### src/rtl/irq_gate_pkg.sv
package irq_gate_pkg;
  localparam int PSR_W    = 16;
  localparam int PL_W     = 3;
  localparam int CC_W     = 3;
  localparam int PRIV_BIT = 15;
  localparam int PL_LSB   = 8;

  // replace the condition flag field
  function automatic logic [PSR_W-1:0] psr_set_cc(input logic [PSR_W-1:0] p,
                                                   input logic [CC_W-1:0] cc);
    logic [PSR_W-1:0] r;
    r = p;
    r[CC_W-1:0] = cc;
    return r;
  endfunction

  // handler entry: supervisor, priority raised to accepted level
  function automatic logic [PSR_W-1:0] psr_enter(input logic [PSR_W-1:0] p,
                                                 input logic [PL_W-1:0] pl);
    logic [PSR_W-1:0] r;
    r = p;
    r[PRIV_BIT] = 1'b0;
    r[PL_LSB +: PL_W] = pl;
    return r;
  endfunction
endpackage

### src/rtl/irq_req_qual.sv
module irq_req_qual
  import irq_gate_pkg::*;
#(
  parameter int N = 8,
  parameter logic [N*PL_W-1:0] PRIO = '0
) (
  input  logic [N-1:0]    ready,
  input  logic [N-1:0]    ie,
  input  logic [PL_W-1:0] cur_pl,
  output logic [N-1:0]    qual
);
  // request = ready AND enable, qualified by strict priority
  for (genvar g = 0; g < N; g++) begin : g_line
    assign qual[g] = ready[g] & ie[g] & (PRIO[g*PL_W +: PL_W] > cur_pl);
  end
endmodule

### src/rtl/irq_pick.sv
module irq_pick
  import irq_gate_pkg::*;
#(
  parameter int N = 8,
  parameter logic [N*PL_W-1:0] PRIO = '0,
  localparam int IW = (N > 1) ? $clog2(N) : 1
) (
  input  logic [N-1:0]    qual,
  output logic            any,
  output logic [IW-1:0]   idx,
  output logic [PL_W-1:0] prio
);
  // highest priority wins; strict compare keeps the lowest index on ties
  always_comb begin
    any  = 1'b0;
    idx  = '0;
    prio = '0;
    for (int i = 0; i < N; i++) begin
      if (qual[i] && (!any || (PRIO[i*PL_W +: PL_W] > prio))) begin
        any  = 1'b1;
        idx  = IW'(i);
        prio = PRIO[i*PL_W +: PL_W];
      end
    end
  end
endmodule

### src/rtl/irq_psr_reg.sv
module irq_psr_reg
  import irq_gate_pkg::*;
#(
  parameter logic [PSR_W-1:0] RST_PSR = 16'h0002
) (
  input  logic             clk,
  input  logic             rst_n,
  input  logic             pend,
  input  logic             cc_valid,
  input  logic [CC_W-1:0]  cc_in,
  input  logic             ret_valid,
  input  logic [PSR_W-1:0] ret_psr,
  input  logic             accept,
  input  logic [PSR_W-1:0] accept_psr,
  output logic [PSR_W-1:0] psr_q,
  output logic [PSR_W-1:0] psr_eff,
  output logic             ret_user
);
  // updates apply only with no offer pending; restore wins over flags
  always_comb begin
    psr_eff = psr_q;
    if (!pend) begin
      if (ret_valid)     psr_eff = ret_psr;
      else if (cc_valid) psr_eff = psr_set_cc(psr_q, cc_in);
    end
  end

  always_ff @(posedge clk) begin
    if (!rst_n) begin
      psr_q    <= RST_PSR;
      ret_user <= 1'b0;
    end else begin
      psr_q    <= accept ? accept_psr : psr_eff;
      ret_user <= ret_valid & ~pend & ret_psr[PRIV_BIT];
    end
  end
endmodule

### src/rtl/irq_gate.sv
module irq_gate
  import irq_gate_pkg::*;
#(
  parameter int N = 8,
  parameter logic [N*PL_W-1:0] LINE_PRIO =
    {3'd6, 3'd3, 3'd5, 3'd2, 3'd7, 3'd4, 3'd4, 3'd1},
  parameter logic [7:0] VEC_BASE = 8'h80,
  parameter logic [PSR_W-1:0] RST_PSR = 16'h0002
) (
  input  logic             clk,
  input  logic             rst_n,
  input  logic [N-1:0]     dev_ready,
  input  logic [N-1:0]     dev_ie,
  input  logic             boundary,
  input  logic             cc_valid,
  input  logic [CC_W-1:0]  cc_in,
  input  logic             ret_valid,
  input  logic [PSR_W-1:0] ret_psr,
  output logic             take_valid,
  input  logic             take_ready,
  output logic [7:0]       take_vec,
  output logic [PSR_W-1:0] take_saved_psr,
  output logic [PSR_W-1:0] take_new_psr,
  output logic [PSR_W-1:0] psr,
  output logic             ret_user
);
  localparam int IW = (N > 1) ? $clog2(N) : 1;

  logic [N-1:0]     qual;
  logic             win_any;
  logic [IW-1:0]    win_idx;
  logic [PL_W-1:0]  win_prio;
  logic [PSR_W-1:0] psr_eff;
  logic             accept;

  assign accept = take_valid & take_ready;

  irq_psr_reg #(.RST_PSR(RST_PSR)) u_psr (
    .clk(clk), .rst_n(rst_n), .pend(take_valid),
    .cc_valid(cc_valid), .cc_in(cc_in),
    .ret_valid(ret_valid), .ret_psr(ret_psr),
    .accept(accept), .accept_psr(take_new_psr),
    .psr_q(psr), .psr_eff(psr_eff), .ret_user(ret_user)
  );

  irq_req_qual #(.N(N), .PRIO(LINE_PRIO)) u_qual (
    .ready(dev_ready), .ie(dev_ie),
    .cur_pl(psr_eff[PL_LSB +: PL_W]), .qual(qual)
  );

  irq_pick #(.N(N), .PRIO(LINE_PRIO)) u_pick (
    .qual(qual), .any(win_any), .idx(win_idx), .prio(win_prio)
  );

  // offer captured at the boundary, held until handshake
  always_ff @(posedge clk) begin
    if (!rst_n) begin
      take_valid     <= 1'b0;
      take_vec       <= '0;
      take_saved_psr <= '0;
      take_new_psr   <= '0;
    end else if (take_valid) begin
      if (take_ready) take_valid <= 1'b0;
    end else if (boundary && win_any) begin
      take_valid     <= 1'b1;
      take_vec       <= VEC_BASE + 8'(win_idx);
      take_saved_psr <= psr_eff;
      take_new_psr   <= psr_enter(psr_eff, win_prio);
    end
  end
endmodule

### config.mk
export PLATFORM = sky130hd
export DESIGN_NAME = irq_gate
export DESIGN_NICKNAME = d
export VERILOG_FILES = /design/src/rtl/irq_gate_pkg.sv /design/src/rtl/irq_req_qual.sv /design/src/rtl/irq_pick.sv /design/src/rtl/irq_psr_reg.sv /design/src/rtl/irq_gate.sv
export SDC_FILE = /design/constraint.sdc
export NUM_CORES = 1
export LEC_CHECK = 0
export CAP_MARGIN = 30
export CELL_PAD_IN_SITES_DETAIL_PLACEMENT = 0
export CELL_PAD_IN_SITES_GLOBAL_PLACEMENT = 1
export CORE_UTILIZATION = 33
export CTS_CLUSTER_DIAMETER = 60
export DETAILED_ROUTE_END_ITERATION = 12
export GPL_TIMING_DRIVEN = 0
export PLACE_DENSITY_LB_ADDON = 0.1
export RECOVER_POWER = 25
export SLEW_MARGIN = 25
export SYNTH_ARGS = -nofsm -noshare
export SYNTH_HDL_FRONTEND = slang
export SYNTH_SLANG_ARGS = --single-unit
### constraint.sdc
create_clock -name clk -period 4.95 [get_ports clk]
set_input_delay 0.99 -clock clk [delete_from_list [all_inputs] [get_ports clk]]
set_output_delay 0.99 -clock clk [all_outputs]
set_load 0.005 [all_outputs]
==> metrics, run 1 <==
number of DRC markers in iteration 0 94; final worst slack slightly above 2000 ps; Cell variety after synth 47; Core ar. 0.00721 sq mm; Hold Vio Cnt, Final 0; status complete, no violations; TritonRoute pass-1 iters 4; Post-Route Setup TNS 0 ps; remaining antenna violation count 0; crit-path most repeated cell nor2_1; final worst path period share 0.589; vias ~2,500; worst slack, placed about 1800 ps; sequential power share 0.408; register area share after synthesis 0.335; cell area power density 267 mW/mm^2; GPL Wtd Cong 0.774; Port Buffers a little over 90; Tightest Hold Check Type reg2reg; worst slew pin tran 871 ps; r2r setup slk roughly 2600 ps; Clock Skew roughly 7.8 ps; DP HPWL 5490 um; DR vias/cell 4.98; ys flop type dfxtp_1; Area Overhead vs Synth 46.9%; Post-CTS Setup Inserts 0; Peak Freq 343 MHz; CP Class in2reg; Slew HR 0.419; Reg clk slew, reported paths approximately 80 ps; part of the power in combinational logic 0.337; later-pin clock latency in the skew report 300 ps; diode count 0; Final Slew Violations 0; Final Cell Area roughly 0.0036 sq mm; Nets roughly 440; Overall Power approximately 960 uW; cell area after synthesis 0.00245 sq mm; layout cells sized above 1 0.101; Mapped Cells about 300; P_leak roughly 1.5 nW; Critical Path End Type flop; Post-CTS Resized 0; cts hold-fix bufs 0; minimum clock period 2920 ps; RSZ-0062 raised after global routing no; WP buf/inv 2; syn_area_per_cell 8.32 sq um; max cap viols 0; Final setup viols 0; ys async rst share 0; starting density of the core 0.340; cell family with most CP delay buffers and inverters; remaining global-route overflow 0; WL/cell 15.3 um; critical path's slowest cell clkdlybuf4s50_1; YS warnings 0; Crit path largest cell delay between 400 and 500 ps; largest net degree at the start of global routing 13; FP Rows 31; NetSw a little under 300 uW; maximum VDD drop roughly 0.11 mV; #FFs+latches synth just over 40; IO Pins 99; gr usage total 0.200; cells along the critical path clkdlybuf4s50_1 > nor2_1 > mux2i_1 > o2111a_2 > nor2_1 > buf_2 > nand2_1 > a31oi_1; Die H 88.2 um; global-route wire length before repair about 12,000 um; TritonCTS clock tree built; Die ar. about 0.0078 sq mm; worst-case clock buffer depth 2; Die Wd 88.2 um; number of synthesized flops with an enable pin 0; commonest non-fill, non-tap cell in the layout clkdlybuf4s50_1; part of the power in the clock network 0.255; placed inst area between 0.003 and 0.004 sq mm; vias in the first global route 2,305; switch share 0.308; worst path required time slightly above 5000 ps; critical path peak fanout 10; antenna violations before repair 0; Root Buffer clkbuf_8; # H-tree levels 2; Sink Count 41; Int Pwr 666 uW; Setup crit start kind input port; Detailed Route WL 7620 um; CP Data Arrival Time about 3100 ps; Inserted Clock Buffers 5; DR DRC count 0; final core occ 0.499; most frequent cells in the layout clkdlybuf4s50_1 (70), nand2_1 (42), dfxtp_1 (41)
-- Yosys cell counts (all sizes together) (3+ instances only) --
| cell | instances | share of area |
|---|---|---|
| o21ai | 4 | 0.0082 |
| dfxtp | 41 | 0.33 |
| nand3 | 3 | 0.011 |
| o21a | 3 | 0.0092 |
| nand2 | 42 | 0.064 |
| nand2b | 4 | 0.010 |
| and2 | 15 | 0.038 |
| clkbuf | 10 | 0.015 |
| nor2 | 35 | 0.055 |
| a21oi | 11 | 0.022 |
| mux2i | 30 | 0.12 |
| a31oi | 15 | 0.038 |
| a211oi | 17 | 0.052 |
| buf | 24 | 0.078 |
| nor3 | 3 | 0.0061 |
| a21boi | 3 | 0.0092 |
| o211ai | 4 | 0.012 |
-- worst paths after layout --
kind,start,endpoint,depth (start not counted)
max,ret_psr[9],take_saved_psr[15],8
min,take_vec[7],take_vec[7],1
max reg2reg,take_valid,take_saved_psr[15],7
min reg2reg,take_vec[7],take_vec[7],1
-- registers in the layout, summed over array words and instances (netlist names) --
signal / cells
take_saved_psr: 16
u_psr.ret_user: 1
take_vec: 4
take_new_psr: 3
u_psr.psr_q: 16
take_valid: 1
-- layer usage --
metal,global-route usage,wire (um),vias up
met5,0,0,-
met1,0.252,3460,1146
li1,-,-,1235
met4,0.0557,94,0
met2,0.350,3540,85
met3,0.0354,521,8
-- kinds of logic (layout without fill, tap and decap cells) --
group / Yosys count / count (layout) / synth area share
and+or+nand+nor: 113 / 113 / 0.217
AOI/OAI and AO/OA: 72 / 72 / 0.218
DFF: 41 / 41 / 0.335
buffers and inverters: 36 / 135 / 0.0964
muxes: 32 / 32 / 0.133
other: 1 / 5 / 0.00153
-- cell type report --
cell class / count / area (sq um)
multi-input cells: 222 / 1410
well taps: 99 / 124
inverters: 2 / 7.51
clock inverters: 1 / 5.00
flip-flops and latches: 41 / 821
fillers: 713 / 3610
clock buffers: 7 / 96.3
repair buffers: 91 / 911
plain buffers: 34 / 228
-- metrics by stage --
step / hold slack (ps) / std cells
after detailed placement: 459 / 489
after CTS: 478 / 497
final: 472 / 497
after global routing: 478 / 497
after floorplan: 464 / 299
after global placement: 451 / 489
-- power by group through the flow --
stage | clock network [mW] | registers (mW) | logic (mW)
2_1_floorplan | 0 | 0.398 | 0.168
3_3_place_gp | 0 | 0.401 | 0.329
3_5_place_dp | 0 | 0.401 | 0.330
4_1_cts | 0.254 | 0.394 | 0.332
5_1_grt | 0.268 | 0.398 | 0.353
6_report | 0.245 | 0.393 | 0.324
Note: power is estimated with default switching activity, not from simulation.
==> inputs of run 2 (changes only) <==
--- a/config.mk
+++ b/config.mk
@@ -8,7 +8,7 @@
 export CAP_MARGIN = 30
 export CELL_PAD_IN_SITES_DETAIL_PLACEMENT = 0
 export CELL_PAD_IN_SITES_GLOBAL_PLACEMENT = 1
-export CORE_UTILIZATION = 33
+export CORE_UTILIZATION = 31
 export CTS_CLUSTER_DIAMETER = 60
 export DETAILED_ROUTE_END_ITERATION = 12
 export GPL_TIMING_DRIVEN = 0
==> constraint.sdc (replaced) <==
create_clock -name clk -period 3 [get_ports clk]
set_input_delay 0.6 -clock clk [delete_from_list [all_inputs] [get_ports clk]]
set_output_delay 0.6 -clock clk [all_outputs]
set_load 0.005 [all_outputs]
==> metrics, run 2 (synthesis gave the netlist of run 1 again) <==
critical path peak fanout 10; later-pin clock latency in the skew report 290 ps; commonest non-fill, non-tap cell in the layout clkdlybuf4s50_1; P_leak 1.45 nW; Root Buffer clkbuf_8; WL/cell 15.6 um; gr usage total 0.192; DP HPWL roughly 5800 um; Tightest Hold Check Type reg2reg; worst path required time 3220 ps; RR Startpoint take_valid; metal2 WL between 3000 and 4000 um; worst-case clock buffer depth 2; Detailed Route WL 7760 um; cell area power density between 400 and 500 mW/mm^2; minimum clock period 2530 ps; Die H 91.0 um; antenna violations before repair 0; global-route wire length before repair 12,600 um; Clock Skew about 3.7 ps; Die ar. 0.00827 sq mm; Slew HR 0.405; Core ar. a little under 0.008 sq mm; worst slew pin tran slightly below 900 ps; most frequent cells in the layout clkdlybuf4s50_1 (70), nand2_1 (42), dfxtp_1 (41); IO Pins 99; Port Buffers between 90 and 100; Inserted Clock Buffers 5; cts hold-fix bufs 0; maximum VDD drop 0.197 mV; starting density of the core 0.319; RSZ-0062 raised after global routing no; Die Wd 91.0 um; M1 WL 3650 um; max cap viols 0; CP Data Arrival Time 2750 ps; Final Cell Area 0.00359 sq mm; TritonCTS clock tree built; DR DRC count 0; Area Overhead vs Synth 46.4%; Post-CTS Resized 0; number of DRC markers in iteration 0 105; DR vias/cell 4.97; CP startpoint ret_psr[9]; layout cells sized above 1 0.0957; GPL Wtd Cong 0.759; placed inst area ~0.0035 sq mm; # H-tree levels 2; met3 wire length 418 um; final worst path period share 0.842; Hold Vio Cnt, Final 0; Setup crit start kind input port; remaining global-route overflow 0; Reg clk slew, reported paths 80 ps; vias 2,480; Nets between 400 and 500; FP Rows 32; DR top layer met4; Final setup viols 0; Peak Freq 396 MHz; remaining antenna violation count 0; Post-Route Setup TNS 0 ps; final core occ 0.467; Post-CTS Setup Inserts 0; HP Start take_vec[7]; TritonRoute pass-1 iters 4; Critical Path End Type flop; vias in the first global route 2,412; CP Class in2reg; Sink Count 41; status complete, no violations; Final Slew Violations 0; biggest regs take_saved_psr: 16 flops, u_psr.psr_q: 16 flops, take_vec: 4 flops; largest net degree at the start of global routing 12; diode count 0
## run 2: area by class of cell
class,instances,area (sq um)
Clock buffer,7,86.3
Buffer,34,228
Timing Repair Buffer,91,911
Tap cell,102,128
Inverter,2,7.51
Multi-Input combinational cell,222,1410
Fill cell,779,4100
Sequential cell,41,821
## run 2: report_power, final
| part | switching, mW | internal [mW] | total [mW] | leakage [nW] |
|---|---|---|---|---|
| registers | 0.0479 | 0.600 | 0.648 | 0.338 |
| logic | 0.244 | 0.291 | 0.534 | 1.07 |
| clock network | 0.193 | 0.183 | 0.376 | 0.0443 |
## run 2: final timing paths
kind,endpoint,slack (ps),cells past startpoint
worst max-delay path,take_saved_psr[9],470,8
worst min-delay path,take_vec[7],470,1
worst max register to register,take_saved_psr[9],640,7
worst min register to register,take_vec[7],470,1
## run 2: per-layer routing
layer,vias up,GRT usage
li1,1232,-
met1,1150,0.258
met2,90,0.313
met3,8,0.0377
met4,0,0.0516
met5,-,0
## run 2: metrics by stage
step                instances  hold WS [ps]  power (mW)  worst slack (ps)
floorplan                 299           464       0.934               776
global placement          492           453        1.21               157
detailed placement        492           466        1.21               189
CTS                       499           484        1.59               487
global route              499           512        1.65               322
finish                    499           474        1.56               474
## run 2: worst max-delay path: stages
cell and delay [ps]:
clkdlybuf4s50_1 530, nor2_1 70, mux2i_1 350, o2111a_2 440
clkbuf_1 340, and2_1 190, mux2i_1 70, a31oi_1 160
==> inputs of run 3 (changes only) <==
--- a/config.mk
+++ b/config.mk
@@ -8,7 +8,7 @@
 export CAP_MARGIN = 30
 export CELL_PAD_IN_SITES_DETAIL_PLACEMENT = 0
 export CELL_PAD_IN_SITES_GLOBAL_PLACEMENT = 1
-export CORE_UTILIZATION = 31
+export CORE_UTILIZATION = 28
 export CTS_CLUSTER_DIAMETER = 60
 export DETAILED_ROUTE_END_ITERATION = 12
 export GPL_TIMING_DRIVEN = 0
==> constraint.sdc (replaced) <==
create_clock -name clk -period 2.3 [get_ports clk]
set_input_delay 0.46 -clock clk [delete_from_list [all_inputs] [get_ports clk]]
set_output_delay 0.46 -clock clk [all_outputs]
set_load 0.005 [all_outputs]
==> metrics, run 3 (synthesis gave the netlist of run 1 again) <==
max cap viols 0; Final Cell Area 0.00366 sq mm; Worst Hold Depth 2; metal2 WL roughly 4100 um; HP Start take_saved_psr[9]; FP Rows 33; final worst path period share 0.946; R2R depth 8; P_leak 1.48 nW; Reg2Reg Capture Point take_saved_psr[7]; final core occ 0.439; Core ar. between 0.008 and 0.009 sq mm; CP Data Arrival Time 2400 ps; Nets 440; DR top layer met4; Reg clk slew, reported paths about 80 ps; CP Class in2reg; largest net degree at the start of global routing 13; number of DRC markers in iteration 0 71; Post-Layout Cell Count 505; RR Startpoint take_valid; worst slew pin tran 661 ps; Crit path largest cell delay 520 ps; Hold Crit Endpoint take_saved_psr[9]; critical path's slowest cell clkdlybuf4s50_1; Port Buffers 91; Hold Vio Cnt, Final 0; remaining global-route overflow 0; M1 WL 3550 um; Placed Instances slightly below 500; Area Overhead vs Synth 49.3%; starting density of the core 0.294; Tightest Hold Check Type reg2reg; remaining antenna violation count 0; TritonRoute pass-1 iters 4; critical path peak fanout 10; antenna violations before repair 0; cells along the critical path clkdlybuf4s50_1 > and4b_1 > a31oi_2 > o21ba_2 > o41ai_4 > buf_6 > nand2_1 > a31oi_1; maximum VDD drop 0.253 mV; Clock Skew around 5.6 ps; Final setup viols 0; minimum clock period 2180 ps; GPL Wtd Cong around 0.79; Slew HR 0.547; Peak Freq 460 MHz; vias roughly 2,500; DP HPWL 5960 um; worst-case clock buffer depth 2; Inserted Clock Buffers 5; diode count 0; Die Wd ~96 um; WP buf/inv 2; Die H ~96 um; commonest non-fill, non-tap cell in the layout clkdlybuf4s50_1; Sink Count 41; Critical Path End Type flop; gr usage total 0.189; worst path required time 2520 ps; vias in the first global route 2,458; Post-Route Setup TNS 0 ps; layout cells sized above 1 0.135; DR vias/cell 4.92; Detailed Route WL about 8200 um; biggest regs take_saved_psr: 16 flops, u_psr.psr_q: 16 flops, take_vec: 4 flops; status complete, no violations; Final Slew Violations 0; DR DRC count 0; later-pin clock latency in the skew report 300 ps; Hold Slack 491 ps; IO Pins 99; RSZ-0062 raised after global routing no; cell family with most CP delay compound AO/OA/AOI/OAI gates; global-route wire length before repair 12,900 um; met3 wire length roughly 380 um; most frequent cells in the layout clkdlybuf4s50_1 (69), nand2_1 (42), dfxtp_1 (40); cell area power density 574 mW/mm^2; Die ar. between 0.009 and 0.01 sq mm; TritonCTS clock tree built; cts hold-fix bufs 0; WL/cell 16.2 um; placed inst area roughly 0.0035 sq mm; fillers 870; Root Buffer clkbuf_8; # H-tree levels 2; r2r setup slk between 150 and 200 ps; Setup crit start kind input port
run 3: cell types whose count changed in the layout (fill, tap and decap cells not counted), sizes merged:
cell	before	now
buf	23	26
clkbuf	18	17
clkdlybuf4s50	70	69
clkinv	1	2
dlygate4sd3	21	22
run 3: layer usage:
| metal | global-route usage | vias up |
|---|---|---|
| li1 | - | 1242 |
| met1 | 0.229 | 1172 |
| met2 | 0.341 | 60 |
| met3 | 0.0327 | 13 |
| met4 | 0.0510 | 0 |
| met5 | 0 | - |
run 3: tightest hold or removal path, delay by kind of cell, from the launching register on:
family          cells  cell delay (ps)
compound gates      1               60
flops               1              320
simple gates        1               50
run 3: report_power, final:
group	total [mW]	internal [mW]	switching [mW]	leakage (nW)
sequential	0.847	0.783	0.0633	0.338
combinational	0.720	0.391	0.329	1.09
clock	0.537	0.272	0.266	0.0542
total	2.10	1.45	0.658	1.48
run 3: area by class of cell:
class | instances | area (sq um) | area share
plain buffers | 34 | 231 | 0.0632
clock inverters | 1 | 5.00 | 0.00137
well taps | 105 | 131 | 0.0359
multi-input cells | 222 | 1440 | 0.394
clock buffers | 7 | 96.3 | 0.0263
repair buffers | 93 | 926 | 0.253
inverters | 2 | 7.51 | 0.00205
flip-flops and latches | 41 | 822 | 0.224
run 3: worst max-delay path by stage:
stage          startpoint                 end  slack [ps]  cells past startpoint
3_5_place_dp   ret_psr[9]   take_saved_psr[3]        -420                      8
3_3_place_gp   ret_psr[9]   take_saved_psr[9]        -410                      8
5_1_grt        take_valid   take_saved_psr[3]          10                      8
6_report       ret_psr[9]   take_saved_psr[5]         120                      8
2_1_floorplan   ret_valid   take_saved_psr[2]         220                      8
4_1_cts        take_valid  take_saved_psr[10]           6                      7
run 3: what timing repair did:
action | 4_1_cts | 5_1_grt
pin swaps | 2 | 1
setup endpoints to repair | 19 | 24
gates resized for setup | 4 | 8
buffers inserted | 1 | 1
endpoints found under the hold margin | 0 | 0
run 3: stage by stage:
step / worst slack [ps] / total power, mW
after detailed placement: -416 / 1.58
after CTS: 5.57 / 2.13
after global placement: -414 / 1.58
after floorplan: 216 / 1.22
final: 124 / 2.10
after global routing: 10.6 / 2.23
